`src/rtl/ebc_pkg.sv`:
```
package ebc_pkg;

  typedef enum logic [1:0] {
    ST_IDLE   = 2'd0,
    ST_SETUP  = 2'd1,
    ST_STROBE = 2'd2,
    ST_HOLD   = 2'd3
  } ebc_state_e;

  typedef enum logic [1:0] {
    SZ_BYTE = 2'd0,
    SZ_HALF = 2'd1,
    SZ_WORD = 2'd2,
    SZ_WRD2 = 2'd3
  } ebc_size_e;

  // index of the last byte cycle for a request size
  function automatic logic [1:0] last_beat(input logic [1:0] size);
    case (size)
      SZ_BYTE: last_beat = 2'd0;
      SZ_HALF: last_beat = 2'd1;
      default: last_beat = 2'd3;
    endcase
  endfunction

endpackage

```
`src/rtl/ebc_area_decode.sv`:
```
module ebc_area_decode #(
  parameter int NUM_AREAS = 6,
  parameter int ADDR_W    = 32,
  parameter int LG_SHIFT  = 24,
  parameter int SM_SHIFT  = 20,
  parameter int IDX_W     = 3
) (
  input  logic [ADDR_W-1:0] addr_i,
  input  logic              small_i,
  output logic              hit_o,
  output logic [IDX_W-1:0]  idx_o
);

  logic [ADDR_W-1:0] hi_lg, hi_sm, hi_sel;

  assign hi_lg  = addr_i >> LG_SHIFT;
  assign hi_sm  = addr_i >> SM_SHIFT;
  assign hi_sel = small_i ? hi_sm : hi_lg;

  // full-width compare: any set upper bit means outside all areas
  assign hit_o = hi_sel < ADDR_W'(NUM_AREAS);
  assign idx_o = hi_sel[IDX_W-1:0];

  always_comb begin
    if (hit_o) assert_idx_range_R1: assert (int'(idx_o) < NUM_AREAS);
  end

endmodule

```
`src/rtl/ebc_strobe_timer.sv`:
```
module ebc_strobe_timer #(
  parameter int WAIT_W = 7
) (
  input  logic              clk_i,
  input  logic              rst_ni,
  input  logic              load_i,
  input  logic [WAIT_W-1:0] load_val_i,
  input  logic              run_i,
  input  logic              wait_ni,
  output logic              expire_o
);

  logic [WAIT_W-1:0] cnt_q;

  always_ff @(posedge clk_i or negedge rst_ni) begin
    if (!rst_ni)                   cnt_q <= '0;
    else if (load_i)               cnt_q <= load_val_i;
    else if (run_i && cnt_q != '0) cnt_q <= cnt_q - 1'b1;
  end

  assign expire_o = run_i && (cnt_q == '0) && wait_ni;

  assert_count_holds_R3: assert property (@(posedge clk_i) disable iff (!rst_ni)
    (run_i && cnt_q != '0) |=> run_i);

  assert_wait_holds_R4: assert property (@(posedge clk_i) disable iff (!rst_ni)
    (run_i && !wait_ni) |=> run_i);

endmodule

```
`src/rtl/ebc_byte_lane.sv`:
```
module ebc_byte_lane #(
  parameter int DATA_W = 32,
  localparam int BYTES  = DATA_W / 8,
  localparam int LANE_W = $clog2(BYTES)
) (
  input  logic              clk_i,
  input  logic              rst_ni,
  input  logic              clr_i,
  input  logic              cap_i,
  input  logic [LANE_W-1:0] lane_i,
  input  logic [7:0]        rbyte_i,
  input  logic [DATA_W-1:0] wdata_i,
  output logic [DATA_W-1:0] rdata_o,
  output logic [7:0]        wbyte_o
);

  for (genvar g = 0; g < BYTES; g++) begin : g_lane
    logic [7:0] byte_q;
    always_ff @(posedge clk_i or negedge rst_ni) begin
      if (!rst_ni)                                 byte_q <= '0;
      else if (clr_i)                              byte_q <= '0;
      else if (cap_i && lane_i == LANE_W'(g))      byte_q <= rbyte_i;
    end
    assign rdata_o[8*g +: 8] = byte_q;
  end

  assign wbyte_o = wdata_i[8*lane_i +: 8];

  always_comb begin
    assert_clr_cap_excl_R7: assert (!(clr_i && cap_i));
  end

endmodule

```
`src/rtl/ebc_bus_ctrl.sv`:
```
module ebc_bus_ctrl
  import ebc_pkg::*;
#(
  parameter int NUM_AREAS = 6,
  parameter int ADDR_W    = 32,
  parameter int DATA_W    = 32,
  parameter int EXT_AW    = 16,
  parameter int WAIT_W    = 7,
  parameter int MAX_WAIT  = 64,
  parameter int LG_SHIFT  = 24,
  parameter int SM_SHIFT  = 20,
  localparam int IDX_W    = $clog2(NUM_AREAS),
  localparam int BYTES    = DATA_W / 8,
  localparam int LANE_W   = $clog2(BYTES)
) (
  input  logic                        clk_i,
  input  logic                        rst_ni,
  input  logic                        small_area_i,
  input  logic [NUM_AREAS*WAIT_W-1:0] wait_cfg_i,
  input  logic                        req_i,
  input  logic [ADDR_W-1:0]           addr_i,
  input  logic [1:0]                  size_i,
  input  logic                        we_i,
  input  logic [DATA_W-1:0]           wdata_i,
  output logic [DATA_W-1:0]           rdata_o,
  output logic                        done_o,
  output logic                        err_o,
  output logic [NUM_AREAS-1:0]        ext_cs_no_o,
  output logic [EXT_AW-1:0]           ext_addr_o,
  output logic                        ext_rd_no_o,
  output logic                        ext_wr_no_o,
  output logic [7:0]                  ext_wdata_o,
  output logic                        ext_wdata_oe_o,
  input  logic [7:0]                  ext_rdata_i,
  input  logic                        ext_wait_ni
);

  ebc_state_e state_q;
  logic [IDX_W-1:0]  area_q;
  logic              we_q;
  logic [DATA_W-1:0] wdata_q;
  logic [EXT_AW-1:0] base_q;
  logic [LANE_W-1:0] beat_q, last_q;
  logic [WAIT_W-1:0] wait_q;
  logic              done_q, err_q;

  logic              dec_hit;
  logic [IDX_W-1:0]  dec_idx;
  logic [WAIT_W-1:0] cfg_arr [NUM_AREAS];
  logic [WAIT_W-1:0] cfg_sel, cfg_clamped;
  logic              accept, busy, strobe_on, expire, lane_clr, lane_cap;
  logic [7:0]        wbyte;

  ebc_area_decode #(
    .NUM_AREAS(NUM_AREAS), .ADDR_W(ADDR_W),
    .LG_SHIFT(LG_SHIFT), .SM_SHIFT(SM_SHIFT), .IDX_W(IDX_W)
  ) i_decode (
    .addr_i (addr_i),
    .small_i(small_area_i),
    .hit_o  (dec_hit),
    .idx_o  (dec_idx)
  );

  for (genvar g = 0; g < NUM_AREAS; g++) begin : g_cfg
    assign cfg_arr[g] = wait_cfg_i[g*WAIT_W +: WAIT_W];
  end

  assign cfg_sel     = dec_hit ? cfg_arr[dec_idx] : '0;
  assign cfg_clamped = (cfg_sel > WAIT_W'(MAX_WAIT)) ? WAIT_W'(MAX_WAIT) : cfg_sel;

  assign accept    = (state_q == ST_IDLE) && req_i;
  assign busy      = (state_q != ST_IDLE);
  assign strobe_on = (state_q == ST_STROBE);
  assign lane_clr  = accept && dec_hit;
  assign lane_cap  = expire && !we_q;

  ebc_strobe_timer #(.WAIT_W(WAIT_W)) i_timer (
    .clk_i     (clk_i),
    .rst_ni    (rst_ni),
    .load_i    (state_q == ST_SETUP),
    .load_val_i(wait_q),
    .run_i     (strobe_on),
    .wait_ni   (ext_wait_ni),
    .expire_o  (expire)
  );

  ebc_byte_lane #(.DATA_W(DATA_W)) i_lane (
    .clk_i  (clk_i),
    .rst_ni (rst_ni),
    .clr_i  (lane_clr),
    .cap_i  (lane_cap),
    .lane_i (beat_q),
    .rbyte_i(ext_rdata_i),
    .wdata_i(wdata_q),
    .rdata_o(rdata_o),
    .wbyte_o(wbyte)
  );

  always_ff @(posedge clk_i or negedge rst_ni) begin
    if (!rst_ni) begin
      state_q <= ST_IDLE;
      area_q  <= '0;
      we_q    <= 1'b0;
      wdata_q <= '0;
      base_q  <= '0;
      beat_q  <= '0;
      last_q  <= '0;
      wait_q  <= '0;
      done_q  <= 1'b0;
      err_q   <= 1'b0;
    end else begin
      done_q <= 1'b0;
      err_q  <= 1'b0;
      case (state_q)
        ST_IDLE: begin
          if (accept) begin
            if (dec_hit) begin
              state_q <= ST_SETUP;
              area_q  <= dec_idx;
              we_q    <= we_i;
              wdata_q <= wdata_i;
              base_q  <= addr_i[EXT_AW-1:0];
              beat_q  <= '0;
              last_q  <= LANE_W'(last_beat(size_i));
              wait_q  <= cfg_clamped;
            end else begin
              done_q <= 1'b1;
              err_q  <= 1'b1;
            end
          end
        end
        ST_SETUP:  state_q <= ST_STROBE;
        ST_STROBE: if (expire) state_q <= ST_HOLD;
        ST_HOLD: begin
          if (beat_q == last_q) begin
            state_q <= ST_IDLE;
            done_q  <= 1'b1;
          end else begin
            beat_q  <= beat_q + 1'b1;
            state_q <= ST_SETUP;
          end
        end
        default: state_q <= ST_IDLE;
      endcase
    end
  end

  for (genvar g = 0; g < NUM_AREAS; g++) begin : g_cs
    assign ext_cs_no_o[g] = !(busy && area_q == IDX_W'(g));
  end

  assign ext_addr_o     = base_q + EXT_AW'(beat_q);
  assign ext_rd_no_o    = !(strobe_on && !we_q);
  assign ext_wr_no_o    = !(strobe_on && we_q);
  assign ext_wdata_oe_o = busy && we_q;
  assign ext_wdata_o    = ext_wdata_oe_o ? wbyte : 8'h00;
  assign done_o         = done_q;
  assign err_o          = err_q;

  assert_strobe_excl_R9: assert property (@(posedge clk_i) disable iff (!rst_ni)
    !(!ext_rd_no_o && !ext_wr_no_o));

  assert_one_cs_R9: assert property (@(posedge clk_i) disable iff (!rst_ni)
    $onehot0(~ext_cs_no_o));

  assert_strobe_has_cs_R1: assert property (@(posedge clk_i) disable iff (!rst_ni)
    (!ext_rd_no_o || !ext_wr_no_o) |-> !(&ext_cs_no_o));

  assert_err_quiet_R2: assert property (@(posedge clk_i) disable iff (!rst_ni)
    (done_o && err_o) |-> (&ext_cs_no_o && ext_rd_no_o && ext_wr_no_o));

  assert_oe_not_read_R6: assert property (@(posedge clk_i) disable iff (!rst_ni)
    ext_wdata_oe_o |-> ext_rd_no_o);

  assert_addr_stable_R3: assert property (@(posedge clk_i) disable iff (!rst_ni)
    (!ext_cs_no_o[area_q] && busy && $past(busy) && $past(state_q) != ST_HOLD)
      |-> $stable(ext_addr_o));

  assert_done_idle_R8: assert property (@(posedge clk_i) disable iff (!rst_ni)
    done_o |-> (&ext_cs_no_o && !ext_wdata_oe_o));

endmodule

```
`config.mk`:
```
export PLATFORM = sky130hd
export DESIGN_NAME = ebc_bus_ctrl
export DESIGN_NICKNAME = d
export VERILOG_FILES = /design/src/rtl/ebc_pkg.sv /design/src/rtl/ebc_area_decode.sv /design/src/rtl/ebc_strobe_timer.sv /design/src/rtl/ebc_byte_lane.sv /design/src/rtl/ebc_bus_ctrl.sv
export SDC_FILE = /design/constraint.sdc
export NUM_CORES = 1
export LEC_CHECK = 0
export BUFFER_PORTS_ARGS = -buffer_cell sky130_fd_sc_hd__buf_2
export CAP_MARGIN = 10
export CORE_MARGIN = 4
export CORE_UTILIZATION = 51
export CTS_CLUSTER_SIZE = 10
export DETAILED_ROUTE_END_ITERATION = 10
export PLACE_DENSITY = 0.81
export SYNTH_ARGS = -nofsm -noshare
export SYNTH_HDL_FRONTEND = slang
export SYNTH_SLANG_ARGS = --single-unit
```
`constraint.sdc`:
```
create_clock -name clk_i -period 3.5 [get_ports clk_i]
set_clock_uncertainty 0.1 [all_clocks]
set_input_delay 0.525 -clock clk_i [delete_from_list [all_inputs] [get_ports clk_i]]
set_output_delay 0.525 -clock clk_i [all_outputs]
set_load 0.01 [all_outputs]
```
==> impl_results.md, run 1 <==
- Post-CTS Setup Inserts: 0
- Layout area overhead: 22.5%
- Max-cap violation count: 0
- Leak: between 0.003 and 0.004 µW
- Clock Path Buffers: 2
- Largest area contributor in the netlist: dfrtp_1
- CTS Buf Count: 9
- I/O Pins: ~190
- Number of global-route vias before repair: 5115
- P_sw: ~1300 µW
- EDFF count, synth: 0
- Req. time, crit path: around 2900 ps
- Seq cells post-synth: 106
- Synth area leaders: dfrtp_1, nand2_1, mux4_2, a21oi_1, nand3_1
- Setup TNS: 0 ps
- Max VDD drop: 0.313 mV
- Placer Congestion: between 0.8 and 0.9
- Count of different cell masters after synthesis: a little over 50
- Clk Latency, worst-skew pair: approximately 360 ps
- TritonCTS Sinks: 106
- Root Buffer: clkbuf_8
- Max Slew Vio Count: 0
- Detailed-route wire length: ~14000 µm
- Gr ovfl total: 0
- Cell Pwr Density: 565 nW/µm²
- Least-Margin Pin Slew: 1080 ps
- Net Sw Frac: 0.350
- Horiz. Die Dim: 112 µm
- Syn. warnings: 0
- Initial antenna violation count: 0
- Internal power: ~2500 µW
- Share of layout cells above drive strength 1: 0.285
- CTS tree: yes
- Routed len/inst: ~15 µm
- Crit path buffers/inverters: 2
- Mapped Cells: ~620
- CP endpoint kind: primary output
- Clk pwr share: 0.212
- Placed Instances: ~900
- Kind of critical path: register to primary output
- Detail Route Antenna Nets: 0
- FFs w/ async S/R, synth: 1.00
- Drt initial violations: 340
- Type of origin of the critical path: register
- Port Buffers: ~180
- Hold Buf Count CTS: 0
- Sequential share of power: 0.439
- Core Area: between 10000 and 15000 µm²
- Slowest-stage cell, CP: fa_1
- Worst-path clk slew: 100 ps
- Cell Chain, Critical Path: ha_1 > inv_1 > fa_1 > nor2b_1 > and3_1 > nor2b_1 > nand4_1 > xnor2_1 > buf_2
- Fin. Hold Viols: 0
- RSZ-0062 raised after global routing: false
- Vias/cell: approximately 5.3
- Finish-stage setup viols: 0
- Worst path max stage delay: ~400 ps
- Hold crit path type: input pin to async pin
- CP arrival: between 2000 and 2500 ps
- Via Count: about 5000
- Fin crit share: 0.869
- Die area: ~13000 µm²
- Max-slew headroom: 0.282
- Comb power frac: 0.349
- Most used cell, CP: nor2b_1
- Worst hold margin: between 100 and 150 ps
- Mapped Area: approximately 5500 µm²
- Max Clk Rate: 329 MHz
- Syn_area_per_cell: approximately 9 µm²
- GRT Util Overall: 0.227
- Final nets: a little over 900
- Non-filler instance count after layout: between 900 and 1000
- Largest net degree at the start of global routing: 85
- Diode count: 0
- Delay-heaviest family, CP: simple AND/OR/NAND/NOR gates
- Critical-path maximum fanout: 3
- Sequential area share after synthesis: 0.482
- Post-CTS Resized: 0
- Main synth FF type: dfrtp_1
- CTS HTree Levels: 3
- Status: completed
- Initial Util: 0.528
- Synthesized netlist net count: between 700 and 800
- DR pass1 iterations: 5
- Site Rows: 37
- Minimum clock period: a little over 3000 ps
- First-pass GRT wire length: 23400 µm
- # DRC: 0
- Die Span Y: 112 µm
- Hpwl dp: about 11000 µm
- Top cell type's share of synthesized area: 0.482
-- logic make-up after synthesis --
family	Yosys count	share of synthesized area
AO/OA/AOI/OAI	88	0.0951
XOR/XNOR	22	0.0350
adder cells (fa/ha/maj)	13	0.0309
buffers and inverters	46	0.0366
flip-flops	106	0.482
multiplexers	24	0.0719
AND/OR/NAND/NOR	323	0.248
-- power by group through the flow --
stage          logic (µW)  clock network [µW]  registers [µW]
6_report             1330                 809            1670
5_1_grt              1490                 879            1710
4_1_cts              1350                 829            1670
3_5_place_dp         1340                   0            1700
3_3_place_gp         1290                   0            1670
2_1_floorplan         772                   0            1730
-- synth_stat cells (11+ instances only) --
| cell | n |
|---|---|
| nand2_1 | 236 |
| dfrtp_1 | 106 |
| a21oi_1 | 44 |
| nand3_1 | 37 |
| buf_2 | 17 |
| nor2b_1 | 16 |
| o21ai_0 | 15 |
| xnor2_1 | 15 |
| inv_1 | 14 |
| ha_1 | 12 |
| nor2_1 | 12 |
| clkbuf_1 | 11 |
| mux4_2 | 11 |
-- final cells by class --
class / count / area [µm²]
Clock buffer: 10 / 128
Clock inverter: 5 / 78.8
Fill cell: 850 / 3680
Inverter: 14 / 52.6
Multi-Input combinational cell: 470 / 2670
Sequential cell: 106 / 2650
Tap cell: 136 / 170
Timing Repair Buffer: 191 / 988
-- metrics by stage --
| step | area, µm² | power, µW | setup slack [ps] | utilization |
|---|---|---|---|---|
| after global routing | 6740 | 4070 | 228 | 0.647 |
| after floorplan | 5500 | 2510 | 680 | - |
| after detailed placement | 6530 | 3030 | 632 | 0.627 |
| final | 6740 | 3810 | 457 | 0.647 |
| after CTS | 6740 | 3840 | 448 | 0.647 |
| after global placement | 6530 | 2960 | 669 | 0.627 |
-- sequential cells by signal, indices dropped and copies added, names as in the netlist, 2 cells and up --
register,count
base_q,16
last_q,2
i_timer.cnt_q,7
wdata_q,32
i_lane.g_lane.byte_q,32
state_q,2
wait_q,7
area_q,3
beat_q,2
-- worst paths after layout --
path	startpoint	endpoint	slack, ps	cells past startpoint
worst max register to register	state_q[0]	base_q[8]	960	6
worst min-delay path	rst_ni	base_q[8]	120	1
worst max-delay path	base_q[0]	ext_addr_o[14]	460	9
min in group clk_i	addr_i[15]	base_q[15]	240	3
worst min register to register	wdata_q[25]	wdata_q[25]	380	2
max in group asynchronous	rst_ni	base_q[13]	2350	2
-- cell usage in the layout, fill, tap and decap left out, drive strengths merged, types with 12 or more instances in the layout --
cell / Yosys / layout
inv: 14 / 15
ha: 12 / 12
nor2: 12 / 12
a21oi: 44 / 44
nand2: 236 / 236
nor2b: 16 / 16
xnor2: 15 / 15
o21ai: 22 / 22
nand3: 37 / 37
dfrtp: 106 / 106
buf: 21 / 191
-- layer usage --
layer / share of wire / routed length, µm / vias up / GRT usage
met1: 0.40 / 5660 / 2331 / 0.272
li1: - / - / 2421 / -
met3: 0.070 / 981 / 20 / 0.0527
met5: 0 / 0 / - / 0
met4: 0.020 / 277 / 0 / 0.0803
met2: 0.51 / 7100 / 201 / 0.400
Power figures use the tool's default switching activity.
==> run 2, diff against run 1 <==
--- a/config.mk
+++ b/config.mk
@@ -7,5 +7,5 @@
 export LEC_CHECK = 0
 export BUFFER_PORTS_ARGS = -buffer_cell sky130_fd_sc_hd__buf_2
-export CAP_MARGIN = 10
+export CAP_MARGIN = 25
 export CORE_MARGIN = 4
 export CORE_UTILIZATION = 51
--- a/constraint.sdc
+++ b/constraint.sdc
@@ -3,3 +3,3 @@
 set_input_delay 0.525 -clock clk_i [delete_from_list [all_inputs] [get_ports clk_i]]
 set_output_delay 0.525 -clock clk_i [all_outputs]
-set_load 0.01 [all_outputs]
+set_load 0.02 [all_outputs]
==> impl_results.md, run 2 (synthesized netlist as in run 1, its figures left out) <==
- Hpwl dp: 10700 µm (about the same)
- Vias/cell: 5.32 (was 5.34)
- CP endpoint kind: primary output (unchanged)
- Post-CTS Setup Inserts: 0 (unchanged)
- Gr ovfl total: 0 (unchanged)
- Clk Latency, worst-skew pair: 370 ps (was 360 ps)
- Commonest non-fill, non-tap cells in the layout: nand2_1, buf_2, dfrtp_1 (unchanged)
- Diode count: 0 (unchanged)
- Type of origin of the critical path: register (unchanged)
- Layout area overhead: 23.0% (was 22.5%)
- Cell Pwr Density: 584 nW/µm² (was 565 nW/µm²)
- Setup TNS: 0 ps (unchanged)
- Initial antenna violation count: 0 (unchanged)
- Most used cell, CP: nor2b_1 (unchanged)
- Most common cell after layout, fill and taps aside: nand2_1 (unchanged)
- Top Registers: i_lane.g_lane.byte_q (32), wdata_q (32), base_q (16) (unchanged)
- Die area: 12500 µm² (unchanged)
- Worst-path clk slew: 100 ps (about the same)
- Via Count: 4967 (was 4973)
- Slowest-stage cell, CP: fa_1 (unchanged)
- Max Clk Rate: 324 MHz (was 329 MHz)
- Worst path max stage delay: 400 ps (about the same)
- Core Area: 10400 µm² (unchanged)
- Worst hold margin: 116 ps (was 117 ps)
- Largest net degree at the start of global routing: 85 (unchanged)
- CTS Buf Count: 9 (unchanged)
- Leak: 0.00355 µW (was 0.00354 µW)
- # DRC: 0 (unchanged)
- Non-filler instance count after layout: 934 (was 932)
- Site Rows: 37 (unchanged)
- Least-Margin Pin Slew: 806 ps (was 1080 ps)
- Status: completed (unchanged)
- DR pass1 iterations: 5 (unchanged)
- First-pass GRT wire length: 23200 µm (was 23400 µm)
- CTS HTree Levels: 3 (unchanged)
- Hold Buf Count CTS: 0 (unchanged)
- Minimum clock period: 3080 ps (was 3040 ps)
- Routed len/inst: 15.1 µm (was 15.0 µm)
- Post-place instance area: 6530 µm² (unchanged)
- Max VDD drop: 0.398 mV (was 0.313 mV)
- Layout fillers: 885 (was 850)
- Fin. Hold Viols: 0 (unchanged)
- Crit path buffers/inverters: 2 (unchanged)
- Worst reg2reg path depth: 5 (was 6)
- Cell Chain, Critical Path: ha_1 > inv_1 > fa_1 > nor2b_1 > and3_1 > nor2b_1 > nand4_1 > xnor2_1 > buf_2 (unchanged)
- Finish-stage setup viols: 0 (unchanged)
- Placed Instances: 917 (unchanged)
- Critical-path maximum fanout: 3 (unchanged)
- Kind of critical path: register to primary output (unchanged)
- Final Core Density: 0.649 (was 0.647)
- Delay-heaviest family, CP: simple AND/OR/NAND/NOR gates (unchanged)
- CP arrival: 2460 ps (was 2420 ps)
- Hold crit path type: input pin to async pin (unchanged)
- Die Span Y: 112 µm (unchanged)
- Max-cap violation count: 0 (unchanged)
- Final Cell Area: 6760 µm² (was 6740 µm²)
- CTS tree: yes (unchanged)
- Final nets: 928 (was 927)
- Critical path depth: 9 (unchanged)
- Port Buffers: 184 (unchanged)
- Drt initial violations: 332 (was 340)
- Share of layout cells above drive strength 1: 0.288 (was 0.285)
- Horiz. Die Dim: 112 µm (unchanged)
- Clock Path Buffers: 2 (unchanged)
- Placer Congestion: 0.840 (was 0.837)
- Fin crit share: 0.881 (was 0.869)
- Number of global-route vias before repair: 5079 (was 5115)
- Initial Util: 0.528 (unchanged)
- TritonCTS Sinks: 106 (unchanged)
- GRT Util Overall: 0.227 (about the same)
- Detail Route Antenna Nets: 0 (unchanged)
- Req. time, crit path: 2870 ps (about the same)
- Detailed-route wire length: 14100 µm (was 14000 µm)
- Max Slew Vio Count: 0 (unchanged)
- RSZ-0062 raised after global routing: false (unchanged)
- I/O Pins: 189 (unchanged)
- Root Buffer: clkbuf_8 (unchanged)
- Post-CTS Resized: 0 (unchanged)
- Max-slew headroom: 0.463 (was 0.282)
run 2: cell count changes in the layout (fill, tap and decap cells not counted), sizes merged:
cell	previous run	this run
clkbuf	10	11
bufinv	2	1
clkinvlp	0	1
buf	191	192
run 2: worst paths after layout:
kind                             startpoint                    endpoint  slack (ps)
max                               base_q[0]              ext_addr_o[14]         420
min                                  rst_ni                   base_q[7]         120
max reg2reg                i_timer.cnt_q[3]  i_lane.g_lane[3].byte_q[2]         940
min reg2reg                     wdata_q[19]                 wdata_q[19]         380
max in group asynchronous            rst_ni                 wdata_q[23]        2380
min in group clk_i              wdata_i[26]                 wdata_q[26]         230
run 2: through the flow:
step	setup WS (ps)	power [µW]
floorplan	531	2660
global placement	669	3110
detailed placement	578	3180
CTS	392	3980
global route	163	4210
finish	416	3950
run 2: area by class of cell:
cell class | count | area (µm²) | area share
clock buffers | 11 | 151 | 0.0224
clock inverters | 5 | 60.1 | 0.00888
inverters | 14 | 52.6 | 0.00777
multi-input cells | 470 | 2670 | 0.394
flip-flops and latches | 106 | 2650 | 0.392
well taps | 136 | 170 | 0.0252
repair buffers | 192 | 1010 | 0.149
run 2: layer usage:
| metal | up-vias | routed length, µm | GRT usage |
|---|---|---|---|
| met5 | - | 0 | 0 |
| met4 | 0 | 270 | 0.0787 |
| met3 | 20 | 1030 | 0.0538 |
| met2 | 200 | 7250 | 0.395 |
| met1 | 2337 | 5600 | 0.277 |
| li1 | 2410 | - | - |
run 2: power breakdown:
group / total, µW / switching (µW) / leakage [µW] / internal, µW
clock network: 796 / 423 / 0.000106 / 373
registers: 1670 / 180 / 0.00143 / 1490
logic: 1480 / 894 / 0.00202 / 587
total: 3950 / 1500 / 0.00355 / 2450
